**config.mk**
```make
export PLATFORM = sky130hd
export DESIGN_NAME = irq_accept_ctrl
export DESIGN_NICKNAME = d
export VERILOG_FILES = /design/src/rtl/irq_accept_pkg.sv /design/src/rtl/irq_isr_track.sv /design/src/rtl/irq_pend_arb.sv /design/src/rtl/irq_dis_flag.sv /design/src/rtl/irq_accept_ctrl.sv
export SDC_FILE = /design/constraint.sdc
export NUM_CORES = 1
export LEC_CHECK = 0
export CORE_ASPECT_RATIO = 0.75
export CORE_MARGIN = 5
export CORE_UTILIZATION = 30
export DETAILED_ROUTE_END_ITERATION = 6
export PLACE_DENSITY_LB_ADDON = 0.3
export SETUP_SLACK_MARGIN = 0.1
export SLEW_MARGIN = 10
export SYNTH_ARGS = -nofsm -noshare
export SYNTH_HDL_FRONTEND = slang
export SYNTH_HIERARCHICAL = 1
export SYNTH_SLANG_ARGS = --single-unit
```
**constraint.sdc**
```tcl
create_clock -name clk -period 23.6 [get_ports clk]
set_clock_uncertainty 0.15 [all_clocks]
set_input_delay 2.36 -clock clk [delete_from_list [all_inputs] [get_ports clk]]
set_output_delay 2.36 -clock clk [all_outputs]
set_load 0.005 [all_outputs]
```
**src/rtl/irq_accept_pkg.sv**
```systemverilog
package irq_accept_pkg;
  typedef enum logic [1:0] {
    RET_MASKABLE = 2'd0,
    RET_NONMASK  = 2'd1,
    RET_EXCEPT   = 2'd2
  } ret_kind_e;
endpackage

```
**src/rtl/irq_isr_track.sv**
```systemverilog
module irq_isr_track #(
  parameter int NUM_LVL = 8,
  parameter int LVL_W   = 3,
  localparam int THR_W  = LVL_W + 1
) (
  input  logic               clk,
  input  logic               rst,
  input  logic               ret_mask,
  input  logic               acc_fire,
  input  logic [LVL_W-1:0]   acc_lvl,
  output logic [NUM_LVL-1:0] isr_q,
  output logic [THR_W-1:0]   thr
);
  logic [NUM_LVL-1:0] lowest_oh;
  logic [NUM_LVL-1:0] isr_upd;
  logic [NUM_LVL-1:0] set_oh;

  // isolate most urgent in-service bit, dropped by a maskable return first
  assign lowest_oh = isr_q & (~isr_q + NUM_LVL'(1));
  assign isr_upd   = ret_mask ? (isr_q & ~lowest_oh) : isr_q;
  assign set_oh    = acc_fire ? (NUM_LVL'(1) << acc_lvl) : '0;

  always_comb begin
    thr = THR_W'(NUM_LVL);
    for (int l = NUM_LVL - 1; l >= 0; l--) begin
      if (isr_upd[l]) thr = THR_W'(l);
    end
  end

  always_ff @(posedge clk) begin
    if (rst) isr_q <= '0;
    else     isr_q <= isr_upd | set_oh;
  end
endmodule

```
**src/rtl/irq_pend_arb.sv**
```systemverilog
module irq_pend_arb #(
  parameter int NUM_REQ = 8,
  parameter int LVL_W   = 3,
  localparam int IDX_W  = (NUM_REQ > 1) ? $clog2(NUM_REQ) : 1,
  localparam int THR_W  = LVL_W + 1
) (
  input  logic                     clk,
  input  logic                     rst,
  input  logic [NUM_REQ-1:0]       req_set,
  input  logic [NUM_REQ*LVL_W-1:0] req_lvl,
  input  logic [THR_W-1:0]         thr,
  input  logic                     enable,
  output logic [NUM_REQ-1:0]       pend_q,
  output logic                     fire,
  output logic [IDX_W-1:0]         win_idx,
  output logic [LVL_W-1:0]         win_lvl
);
  logic               found;
  logic [NUM_REQ-1:0] grant_oh;

  always_comb begin
    found   = 1'b0;
    win_idx = '0;
    win_lvl = '0;
    for (int i = 0; i < NUM_REQ; i++) begin
      if (pend_q[i] && ({1'b0, req_lvl[i*LVL_W +: LVL_W]} < thr) &&
          (!found || (req_lvl[i*LVL_W +: LVL_W] < win_lvl))) begin
        found   = 1'b1;
        win_idx = IDX_W'(i);
        win_lvl = req_lvl[i*LVL_W +: LVL_W];
      end
    end
  end

  assign fire     = found && enable;
  assign grant_oh = fire ? (NUM_REQ'(1) << win_idx) : '0;

  always_ff @(posedge clk) begin
    if (rst) pend_q <= '0;
    else     pend_q <= (pend_q & ~grant_oh) | req_set;
  end
endmodule

```
**src/rtl/irq_dis_flag.sv**
```systemverilog
module irq_dis_flag (
  input  logic clk,
  input  logic rst,
  input  logic acc_fire,
  input  logic wr_evt,
  input  logic wr_val,
  input  logic di_evt,
  input  logic ei_evt,
  output logic dis_q
);
  always_ff @(posedge clk) begin
    if (rst)           dis_q <= 1'b1;
    else if (acc_fire) dis_q <= 1'b1;
    else if (wr_evt)   dis_q <= wr_val;
    else if (di_evt)   dis_q <= 1'b1;
    else if (ei_evt)   dis_q <= 1'b0;
  end
endmodule

```
**src/rtl/irq_accept_ctrl.sv**
```systemverilog
module irq_accept_ctrl #(
  parameter int NUM_REQ = 8,
  parameter int LVL_W   = 3,
  parameter int STAT_W  = 32,
  parameter int DIS_BIT = 5,
  localparam int NUM_LVL = 1 << LVL_W,
  localparam int IDX_W   = (NUM_REQ > 1) ? $clog2(NUM_REQ) : 1,
  localparam int THR_W   = LVL_W + 1
) (
  input  logic                     clk,
  input  logic                     rst,
  input  logic [NUM_REQ-1:0]       req_set,
  input  logic [NUM_REQ*LVL_W-1:0] req_lvl,
  input  logic                     di_evt,
  input  logic                     ei_evt,
  input  logic                     ret_evt,
  input  logic [1:0]               ret_kind,
  input  logic                     ld_evt,
  input  logic                     dis_src,
  input  logic                     nm_req,
  output logic                     acc_vld,
  output logic [IDX_W-1:0]         acc_idx,
  output logic [LVL_W-1:0]         acc_lvl,
  output logic [NUM_LVL-1:0]       isr,
  output logic [NUM_REQ-1:0]       pend,
  output logic                     dis_flag,
  output logic [STAT_W-1:0]        stat_word,
  output logic                     nm_ack
);
  import irq_accept_pkg::*;

  logic             ret_mask;
  logic [THR_W-1:0] thr;
  logic             fire;
  logic [IDX_W-1:0] win_idx;
  logic [LVL_W-1:0] win_lvl;

  assign ret_mask = ret_evt && (ret_kind_e'(ret_kind) == RET_MASKABLE);

  irq_isr_track #(.NUM_LVL(NUM_LVL), .LVL_W(LVL_W)) u_isr (
    .clk(clk), .rst(rst), .ret_mask(ret_mask), .acc_fire(fire),
    .acc_lvl(win_lvl), .isr_q(isr), .thr(thr)
  );

  irq_pend_arb #(.NUM_REQ(NUM_REQ), .LVL_W(LVL_W)) u_arb (
    .clk(clk), .rst(rst), .req_set(req_set), .req_lvl(req_lvl),
    .thr(thr), .enable(!dis_flag), .pend_q(pend), .fire(fire),
    .win_idx(win_idx), .win_lvl(win_lvl)
  );

  irq_dis_flag u_flag (
    .clk(clk), .rst(rst), .acc_fire(fire), .wr_evt(ret_evt || ld_evt),
    .wr_val(dis_src), .di_evt(di_evt), .ei_evt(ei_evt), .dis_q(dis_flag)
  );

  always_ff @(posedge clk) begin
    if (rst) begin
      acc_vld <= 1'b0;
      acc_idx <= '0;
      acc_lvl <= '0;
      nm_ack  <= 1'b0;
    end else begin
      acc_vld <= fire;
      acc_idx <= fire ? win_idx : '0;
      acc_lvl <= fire ? win_lvl : '0;
      nm_ack  <= nm_req;
    end
  end

  always_comb begin
    stat_word          = '0;
    stat_word[DIS_BIT] = dis_flag;
  end
endmodule

```
# After elaboration in Yosys (flattened, before gate mapping)

Index checks and enable logic that the tools add are counted.
Widths: inputs -> output; s select.

Logic and storage cells: 108
Register bits: 25
Input port bits: 42

$add $sub $neg: 1
Multiplexer cells: 37
Bitwise gates (word level): 9
Magnitude comparators: 15
Shift-type cells: 2
Reduce and logical (&&, ||, !) cells: 37

Operators by type and width:

| cell                | number |
|---|---|
| $mux 3              | 12 |
| $lt 3x4->1          | 8 |
| $mux 4              | 8 |
| $and 8x8->8         | 3 |
| $mux 8              | 3 |
| $not 8->8           | 3 |
| $lt 3x3->1          | 7 |
| $logic_and 1x1->1   | 17 |
| $or 8x8->8          | 2 |
| $shl 1x3->8 const A | 2 |
| $mux 1              | 12 |
| $add 8x1->8 const B | 1 |
| $logic_not 1->1     | 8 |
| $logic_or 1x1->1    | 8 |
| $mux 2              | 2 |
| $reduce_or 2->1     | 2 |
| $reduce_bool 3->1   | 1 |
| $logic_not 2->1     | 1 |
| $not 1->1           | 1 |

# Logic depth before layout (Yosys ltp)

Gate-level depths: netlist of the first run.

Word-level depth: 50
Mapped depth: 65
Gate-level depth less buffers: 64

# Hierarchy

Netlist of the first run, hierarchy kept.

Modules (own cells, without submodules):

| module          | cells each | instances | area an instance (µm²) |
|---|---|---|---|
| irq_pend_arb    | 244        | 1         | 1,921.8 |
| irq_isr_track   | 75         | 1         | 606.8 |
| irq_accept_ctrl | 52         | 1         | 486.7 |
| irq_dis_flag    | 6          | 1         | 46.3 |

# Worst setup path after synthesis of the first run

Ideal clock, no wire load.

Path kind: input port to flip-flop
Start point: in ret_kind[1]
End point: reg u_isr.isr_q[1]
Stages: 61
Path buffers: 1
Arrival time: 14.335 ns
Data required time: 23.326 ns
Slack: 8.991 ns
Cells stage by stage: nor3b_1 > nor3b_4 > nand2_4 > maj3_2 > a211oi_1 > nor2_1 > inv_1 > ha_1 > o21bai_1 > o21a_1 > nand2_1 > ha_1 > o21ai_0 > a21oi_1 > a21oi_1 > o21ai_0 > inv_1 > ha_1 > [25 not listed] > inv_1 > a2bb2oi_2 > a21oi_1 > ha_1 > a21oi_1 > nand2_1 > o31a_2 > o211a_1 > o21bai_1 > ha_1 > o21ai_0 > o21ai_1 > o211a_2 > o21ai_1 > o22ai_1 > nor2b_1 > a22oi_1 > nor2_1

Longest elaborated chain between the ends: 45
Elaborated cells on any way between the ends: 75
Classes of those cells: order compare: 15; shift: 1; mux: 26; bitwise: 1; reduce/logical: 32

Ends and longest elaborated chain:

| item                                                 | RTL line              | text |
|---|---|---|
| start, declared                                      | irq_accept_ctrl.sv:17 | `input logic [1:0] ret_kind,` |
| $logic_not 2->1 *                                    | irq_accept_ctrl.sv:38 | `assign ret_mask = ret_evt && (ret_kind_e'(ret_kind) == RET_MASKABLE);` |
| $logic_and 1x1->1 *                                  | irq_accept_ctrl.sv:38 |  |
| $mux 8 *                                             | irq_isr_track.sv:20   | `assign isr_upd = ret_mask ? (isr_q & ~lowest_oh) : isr_q;` |
| $mux 4 (7 in series)                                 | irq_isr_track.sv:26   | `if (isr_upd[l]) thr = THR_W'(l);` |
| $mux 4 *                                             | irq_isr_track.sv:26   |  |
| net thr[2]                                           | irq_accept_ctrl.sv:33 | `logic [THR_W-1:0] thr;` |
| $lt 3x4->1                                           | irq_pend_arb.sv:26    | `if (pend_q[i] && ({1'b0, req_lvl[i*LVL_W +: LVL_W]} < thr) &&` |
| $logic_and 1x1->1                                    | irq_pend_arb.sv:26    |  |
| [25 not listed]                                      | --                    |  |
| $lt 3x3->1 / $logic_not 1->1 (equally long branches) | irq_pend_arb.sv:27    | `(!found \|\| (req_lvl[i*LVL_W +: LVL_W] < win_lvl))) begin` |
| $logic_or 1x1->1                                     | irq_pend_arb.sv:27    |  |
| $logic_and 1x1->1                                    | irq_pend_arb.sv:26    |  |
| $mux 3 *                                             | irq_pend_arb.sv:26    |  |
| net win_lvl[2]                                       | irq_accept_ctrl.sv:36 | `logic [LVL_W-1:0] win_lvl;` |
| $shl 1x3->8 *                                        | irq_isr_track.sv:21   | `assign set_oh = acc_fire ? (NUM_LVL'(1) << acc_lvl) : '0;` |
| $mux 8 *                                             | irq_isr_track.sv:21   |  |
| $or 8x8->8 *                                         | irq_isr_track.sv:32   | `else isr_q <= isr_upd \| set_oh;` |
| end signal, assigned                                 | irq_isr_track.sv:32   |  |
| end, declared                                        | irq_isr_track.sv:11   | `output logic [NUM_LVL-1:0] isr_q,` |

The timed path passes the listed nets; every way through them passes the cells marked *.
A chain may end at the register's enable or synchronous reset.

# Worst setup path in the final report of the first run

Start point: in ret_evt
End point: reg u_isr.isr_q[1]

Longest elaborated chain between the ends: 44
Elaborated cells on any way between the ends: 74
Classes of those cells: order compare: 15; shift: 1; mux: 26; bitwise: 1; reduce/logical: 31

Ends and longest elaborated chain:

| item                                                 | RTL line              | text |
|---|---|---|
| start, declared                                      | irq_accept_ctrl.sv:16 | `input logic ret_evt,` |
| $logic_and 1x1->1 *                                  | irq_accept_ctrl.sv:38 |  |
| net ret_mask                                         | irq_accept_ctrl.sv:32 | `logic ret_mask;` |
| $mux 8 *                                             | irq_isr_track.sv:20   |  |
| $mux 4 (7 in series)                                 | irq_isr_track.sv:26   |  |
| $mux 4 *                                             | irq_isr_track.sv:26   |  |
| net thr[2]                                           | irq_accept_ctrl.sv:33 |  |
| $lt 3x4->1                                           | irq_pend_arb.sv:26    |  |
| $logic_and 1x1->1                                    | irq_pend_arb.sv:26    |  |
| [25 not listed]                                      | --                    |  |
| $lt 3x3->1 / $logic_not 1->1 (equally long branches) | irq_pend_arb.sv:27    |  |
| $logic_or 1x1->1                                     | irq_pend_arb.sv:27    |  |
| $logic_and 1x1->1                                    | irq_pend_arb.sv:26    |  |
| $mux 3 *                                             | irq_pend_arb.sv:26    |  |
| net win_lvl[2]                                       | irq_accept_ctrl.sv:36 |  |
| $shl 1x3->8 *                                        | irq_isr_track.sv:21   |  |
| $mux 8 *                                             | irq_isr_track.sv:21   |  |
| $or 8x8->8 *                                         | irq_isr_track.sv:32   |  |

Marks and branches as above.

==> summary by stage, run 1 <==
GRT
The overall global routing resource usage is 13.7%. The first global-routing pass estimated 14100 um of wire. The final global-route overflow total is 0.

The via count of the first global-routing pass is 2651. The maximum number of pins on one net before global-route repair is 26. The initial antenna violation count is 0.

Critical path
The required time of the critical path is 23570 ps. In this run the critical register-to-register path is launched from u_isr/isr_q[1]. The worst setup path is of the in -> reg kind. The longest individual stage delay on the worst path is 710 ps.

Data on the critical path arrives at its endpoint at 17540 ps. The critical path's slowest cell is sky130_fd_sc_hd__o221ai_1. The flop-to-flop setup slack is 8810 ps. The endpoint identified for the worst register-to-register timing path is u_isr/isr_q[1]. The kind of end point of the critical path is a flop. The number of cells on the worst reg-to-reg path is 59. Of all nets on the critical path, the largest fanout is 12. The worst setup path is launched from an input port.

Drt
For this run, design rule violations remaining after detail routing come to 0. The first TritonRoute pass finished after 5 iterations. The number of design-rule violations left by the first detailed-router iteration is 221. The routed via count is between 2000 and 3000. The detail route stage leaves a number of antenna-violating nets equal to 0. The final layout contains routed wiring with a total length of 8890 um. The detail-routed via count per cell is 5.01. After detailed routing, the average wire length per cell comes to 15.5 um.

Floorplanning
The die covers 12300 um2. The chip height is 97.5 um. The total area inside the core boundary comes to slightly above 10000 um2. The number of ports placed on the die boundary is 99. The floorplan has 32 rows. The initial core utilization is 30.2%. The width of the die is approximately 130 um.

Synthesis
The most common flop cell mapped by yosys is sky130_fd_sc_hd__dfxtp_1. After synthesis, the mean cell area works out to 8.12 um2. The flip-flop and latch count after synthesis is 25.

The synthesized design contains 0 enable-type register cells. The number of unique standard cell types used by synthesis is 83. The post-synthesis instance total is 377.

The netlist area before placement is approximately 3000 um2. Sorting the synthesized cells by area gives the leading types as sky130_fd_sc_hd__dfxtp_1 16%, sky130_fd_sc_hd__ha_1 12%, sky130_fd_sc_hd__buf_4 7.8%. The synthesized design spends more area on one cell type than any other, namely sky130_fd_sc_hd__dfxtp_1. The async set or reset register ratio after synthesis is 0%.

The fraction of synthesized cell area taken by the top area cell type is between 15 and 20%. The sequential fraction of the synthesis area is roughly 16%. For this run, the number of Yosys warnings is 6.

Timing
Of the available clock period, the critical path in the final layout requires around three quarters. The max-slew violation total from the final report came to 0. The worst-margin pin slew is roughly 910 ps. The shortest period the worst path allows is 17570 ps. In this run the tightest slew margin relative to its limit is 39.1%.

The final sum of negative setup slack is 0 ps. The worst hold margin is 373 ps. The final setup violation count is 0. The maximum operating frequency is roughly 0.057 GHz. The total count of hold-check failures in the final report was 0. Setup repair after global routing left no endpoint under its margin.

Min path
The endpoint of the worst hold path is u_arb/pend_q[7]. The worst hold path passes through 2 cells. The worst hold path begins at u_arb/pend_q[7]. The path class of the tightest hold or removal check is reg -> reg.

Final layout
After the last flow step, the layout net total stands at 511. From synthesis to final layout, the design area changed by 24.7%. Leaving out filler cells and counting taps, the final layout contains 574. The count of filler cells inserted in the layout is 1053. The share of cells above drive strength 1 is 8.90%.

The number of diodes added for antenna fixing is 0.

Clock network
The number of hold buffers added after cts is 0. The number of clock buffers added by TritonCTS is 3. At the later pin of the worst-skew pair, clock insertion delay measures 260 ps. The number of clock sinks is 25. The number of gates resized after CTS is 0.

In this run the number of H-tree levels came out at 1. The root buffer cell is sky130_fd_sc_hd__clkbuf_16. The post-CTS repair timing setup buffer count is 0.

Clock-pin slew was measured on the worst setup and hold paths at 70 ps. No sink is reached through more buffers than the 2 on the longest clock path. TritonCTS built the clock tree.

Placement
After detailed placement, the design holds a cell count of 570. Input and output buffers added on the ports amount to 67. The weighted congestion at the end of routability-driven global placement is 0.828. The wire-length estimate of the detail-placed layout is between 7000 and 8000 um.

Status
The flow ran to the end, and the final reports show no timing, DRC or antenna violations.

Run
The max-cap check violation count is 0.
[cells in the final DEF (no fill, tap or decap), types with 3 or more instances in the layout]
cell,count
sky130_fd_sc_hd__dfxtp_1,25
sky130_fd_sc_hd__nand3_1,7
sky130_fd_sc_hd__nor3_1,3
sky130_fd_sc_hd__a22o_1,3
sky130_fd_sc_hd__or2b_1,5
sky130_fd_sc_hd__or2_2,3
sky130_fd_sc_hd__a21oi_1,24
sky130_fd_sc_hd__and3b_1,6
sky130_fd_sc_hd__o21ai_1,10
sky130_fd_sc_hd__o21a_1,5
sky130_fd_sc_hd__o221ai_1,3
sky130_fd_sc_hd__o22ai_1,4
sky130_fd_sc_hd__a211oi_1,3
sky130_fd_sc_hd__nor3b_1,5
sky130_fd_sc_hd__nor2b_1,9
sky130_fd_sc_hd__ha_1,30
sky130_fd_sc_hd__inv_1,23
sky130_fd_sc_hd__clkbuf_16,3
sky130_fd_sc_hd__a21o_1,4
sky130_fd_sc_hd__conb_1,31
sky130_fd_sc_hd__o32a_1,3
sky130_fd_sc_hd__o21ai_0,17
sky130_fd_sc_hd__nand2_1,31
sky130_fd_sc_hd__a211oi_2,4
sky130_fd_sc_hd__nand2b_1,7
sky130_fd_sc_hd__nor2_1,28
sky130_fd_sc_hd__clkdlybuf4s50_1,67
sky130_fd_sc_hd__a311oi_1,3
sky130_fd_sc_hd__o21bai_1,7
[per-stage QoR]
| step | worst slack (ps) | utilization, % | area, um2 |
|---|---|---|---|
| 2_1_floorplan | 8990 | - | 3170 |
| 3_3_place_gp | 6490 | 36.9 | 3730 |
| 3_5_place_dp | 6030 | 36.9 | 3730 |
| 4_1_cts | 6250 | 37.7 | 3820 |
| 5_1_grt | 4760 | 37.7 | 3820 |
| 6_report | 6030 | 37.7 | 3820 |
[registers in the layout, summed over array words and instances, names as in the netlist]
| signal | count |
|---|---|
| u_flag/dis_q | 1 |
| u_arb/pend_q | 8 |
| acc_vld | 1 |
| nm_ack | 1 |
| u_isr/isr_q | 8 |
| acc_lvl | 3 |
| acc_idx | 3 |
[area by class of cell]
| type | count | area, um2 | share of cell area, % |
|---|---|---|---|
| inverter | 23 | 86.3 | 2.26 |
| timing repair buffer | 67 | 671 | 17.6 |
| multi-input combinational | 319 | 2310 | 60.4 |
| clock buffer | 3 | 75.1 | 1.97 |
| tap | 136 | 170 | 4.46 |
| sequential | 25 | 500 | 13.1 |
| clock inverter | 1 | 7.51 | 0.197 |
[worst max path at each step]
| stage | endpoint | startpoint | cells past startpoint |
|---|---|---|---|
| 2_1_floorplan | u_isr/isr_q[1] | ret_kind[1] | 61 |
| 3_3_place_gp | u_isr/isr_q[6] | ret_evt | 61 |
| 3_5_place_dp | u_isr/isr_q[6] | ret_evt | 61 |
| 4_1_cts | u_isr/isr_q[1] | ret_evt | 61 |
| 5_1_grt | u_isr/isr_q[2] | ret_evt | 61 |
| 6_report | u_isr/isr_q[1] | ret_evt | 61 |
[routing by layer]
metal,track usage (%),share of wire [%],up-vias
li1,-,-,1458
met1,21.0,50,1331
met2,20.5,44,86
met3,2.25,6.1,2
met4,1.57,0.19,0
met5,0,0,-
[Yosys cell counts, types with 3 or more instances]
master	n
sky130_fd_sc_hd__buf_4	32
sky130_fd_sc_hd__o22ai_1	4
sky130_fd_sc_hd__inv_1	23
sky130_fd_sc_hd__nand3_1	7
sky130_fd_sc_hd__o21ai_1	10
sky130_fd_sc_hd__a22o_1	3
sky130_fd_sc_hd__o21bai_1	7
sky130_fd_sc_hd__a21o_1	4
sky130_fd_sc_hd__nor3_1	3
sky130_fd_sc_hd__a21oi_1	24
sky130_fd_sc_hd__o221ai_1	3
sky130_fd_sc_hd__o21a_1	5
sky130_fd_sc_hd__nand2b_1	7
sky130_fd_sc_hd__nor3b_1	5
sky130_fd_sc_hd__a211oi_2	4
sky130_fd_sc_hd__nor2b_1	9
sky130_fd_sc_hd__or2b_1	5
sky130_fd_sc_hd__a311oi_1	3
sky130_fd_sc_hd__a211oi_1	3
sky130_fd_sc_hd__clkbuf_1	3
sky130_fd_sc_hd__o21ai_0	17
sky130_fd_sc_hd__dfxtp_1	25
sky130_fd_sc_hd__o32a_1	3
sky130_fd_sc_hd__ha_1	30
sky130_fd_sc_hd__nor2_1	28
sky130_fd_sc_hd__and3b_1	6
sky130_fd_sc_hd__nand2_1	31
sky130_fd_sc_hd__or2_2	3
[worst max-delay path, delay by kind of cell]
family,cells,cell delay [ps]
AO/OA/AOI/OAI,34,8170
buffers and inverters,5,1130
adder cells (fa/ha/maj),9,2790
multiplexers,1,370
AND/OR/NAND/NOR,12,2710
[logic make-up after synthesis]
family	synth area share [%]
XOR/XNOR	0.286
AND/OR/NAND/NOR	22.6
multiplexers	0.654
flip-flops	16.3
AO/OA/AOI/OAI	35.0
adder cells (fa/ha/maj)	13.0
other	0.122
buffers and inverters	12.0
Power of run 1 is left out: the tool's default activity adds up to more than one toggle a clock period on the data nets, which glitch-free logic cannot reach.
==> run 2, diff against run 1 <==
- clock period: 23.6 -> 16.4 ns (I/O delays scaled with it)
==> run 2 against run 1 <==
Net effect: worst hold slack worse by 18 ps; design area is 1.8% higher; worst setup slack worse by 4800 ps; sequential cell count stayed put; register-to-register slack worse by 5800 ps; largest cell class unchanged; highest routed layer unchanged.
==> summary by stage, run 2 (synthesized netlist as in run 1, its figures left out) <==
Clock network
For the worst-skew pair, the clock arrives at the later sink with an insertion delay of 260 ps. Clock tree synthesis inserted a total of 3 buffers. The clock passes through at most 2 buffers. CTS placed an instance of sky130_fd_sc_hd__clkbuf_16 at the clock tree root. The clock-pin slew on the worst setup and hold paths is 70 ps. The number of clock sinks is 25. The TritonCTS clock tree is built.

The count of H-tree levels built during CTS is 1.

Final layout
Measured on the finished design, the core utilization comes to 38.4%. The number of diodes added for antenna fixing is 0. Leaving out fill and tap cells, the most frequent cells in the layout are 67 x sky130_fd_sc_hd__clkdlybuf4s50_1, 31 x sky130_fd_sc_hd__conb_1, 31 x sky130_fd_sc_hd__nand2_1. The library cell used most frequently in the layout, excluding fill and tap cells, is sky130_fd_sc_hd__clkdlybuf4s50_1. The final layout contains 518 nets. In the final layout, the share of cells above drive strength 1 is 11.2%. The area growth from synthesis to layout is 26.9%. The largest registers in the layout are u_arb/pend_q: 8 flops, u_isr/isr_q: 8 flops. The filler cells instantiated in the layout total between 1000 and 1500.

Timing
Dividing the final minimum period by the clock period gives 92.5%. The worst path in the final design needs a cycle of 15160 ps, including I/O delays and setup. The final setup violation count is 0.

The max-slew violation total from the final report was 0. Measured against its own limit, the worst slew margin works out to around two fifths. The total count of hold-check failures in the final report is 0.

The maximum operating frequency is 0.0659 GHz. The final worst setup slack is between 1000 and 1500 ps. For the pin with the worst max-slew slack, the measured transition is 921 ps. The final sum of negative setup slack is 0 ps. Setup repair after global routing left no endpoint under its margin.

Critical path
Of all nets on the critical path, the largest fanout is 11. The flop-to-flop setup slack is 3060 ps. The number of cells on the worst reg-to-reg path is just over 60.

The critical path's slowest cell is sky130_fd_sc_hd__or3b_2. The critical path class is in -> reg. The kind of end point of the critical path is a flop. The startpoint identified for the worst register-to-register timing path is u_isr/isr_q[1]. At the worst endpoint, the required time is 16420 ps. At the worst endpoint, the arrival time is roughly 15000 ps. The worst setup path is launched from an input port. The cell that appears most often on the critical path is sky130_fd_sc_hd__a21oi_1. The endpoint identified for the worst register-to-register timing path is u_isr/isr_q[3]. The longest individual stage delay on the worst path is roughly 480 ps.

Floorplanning
The width of the die is 127 um. In this run the standard cell core region covers approximately 10000 um2. The die covers 12300 um2. The number of ports placed on the die boundary is 99. Once the floorplan was initialized, standard cells occupied 30.2% of the core.

From bottom edge to top edge, the die measures 97.5 um. The number of placement rows is 32.

Drt
After detailed routing, the total wire length is approximately 9100 um. Dividing the detail-routed via count by the number of cells gives slightly above 5. The first detailed-routing pass ran for 4 iterations. The first routing iteration left 224 violations.

The routed via count is 2947. In this run the remaining antenna-violating nets after routing total 0. The count of unresolved DRC violations after routing is 0.

After detailed routing, the average wire length per cell comes to about 16 um.

Placement
The half-perimeter wire length after placement is 7400 um. The weighted congestion at the end of routability-driven global placement is ~0.84. Timing analysis after detailed placement gives a worst setup slack of ~460 ps. The number of I/O port buffers is 67.

GRT
The first global-routing pass estimated 14000 um of wire. The via count of the first global-routing pass came to 2664. Entering global routing, the biggest net connects 26 pins. In this run the most used layer during global routing was met2. In the global route stage, met1 resource usage came out at roughly a fifth. The initial antenna violation count came to 1. The final global-route overflow total is 0. For this run, global-route usage on met2 was measured as 21.5%. For met3 alone, demand over resource in global routing was 2.42%. Global routing used 13.7% of the available tracks.

Min path
The path class of the lowest-slack min-delay path is reg -> reg. The worst hold path begins at u_arb/pend_q[7]. The hold-critical path depth is 2. For hold timing, the worst endpoint is u_arb/pend_q[7].

Run
The max-cap check violation count is 0.

Status
The flow ran to the end, and the final reports show no timing, DRC or antenna violations.
-- run 2: worst max-delay path, delay by kind of cell --
family,cells,cell delay (ps)
AND/OR/NAND/NOR,14,2780
buffers and inverters,7,1230
AO/OA/AOI/OAI,32,6640
multiplexers,1,350
adder cells (fa/ha/maj),9,2530
-- run 2: metal layers --
| metal | vias up | wire length [um] |
|---|---|---|
| met4 | 0 | 30 |
| met1 | 1383 | 4610 |
| met5 | - | 0 |
| met3 | 4 | 448 |
| met2 | 87 | 4030 |
| li1 | 1473 | - |
-- run 2: metrics by stage --
step                      cells  hold WS (ps)  area, um2
after floorplan             407           334       3170
after detailed placement    577           352       3790
final                       581           355       3890
after global placement      577           337       3790
after CTS                   581           362       3870
after global routing        581           396       3890
-- run 2: cell type report --
type | instances | area (um2) | share of cell area (%)
multi-input cells | 319 | 2320 | 59.8
repair buffers | 74 | 723 | 18.6
flip-flops and latches | 25 | 500 | 12.9
well taps | 136 | 170 | 4.38
inverters | 23 | 86.3 | 2.22
clock buffers | 3 | 75.1 | 1.93
clock inverters | 1 | 7.51 | 0.193
-- run 2: what timing repair did --
| item | 4_1_cts | 5_1_grt |
|---|---|---|
| hold buffers | 0 | 0 |
| setup endpoints to repair | 0 | 18 |
| setup buffers | 0 | 0 |
| gates resized for setup | 0 | 5 |
-- run 2: worst max path at each step --
stage | start | endpoint | slack (ps) | cells after the start
detailed placement | ret_evt | u_isr/isr_q[4] | 460 | 60
global placement | ret_evt | u_isr/isr_q[6] | 810 | 60
floorplan | ret_kind[1] | u_isr/isr_q[1] | 2510 | 61
global route | ret_evt | u_isr/isr_q[3] | 170 | 63
finish | ret_evt | u_isr/isr_q[3] | 1240 | 63
CTS | ret_evt | u_isr/isr_q[4] | 690 | 60
Power of run 2 is left out for the same reason.
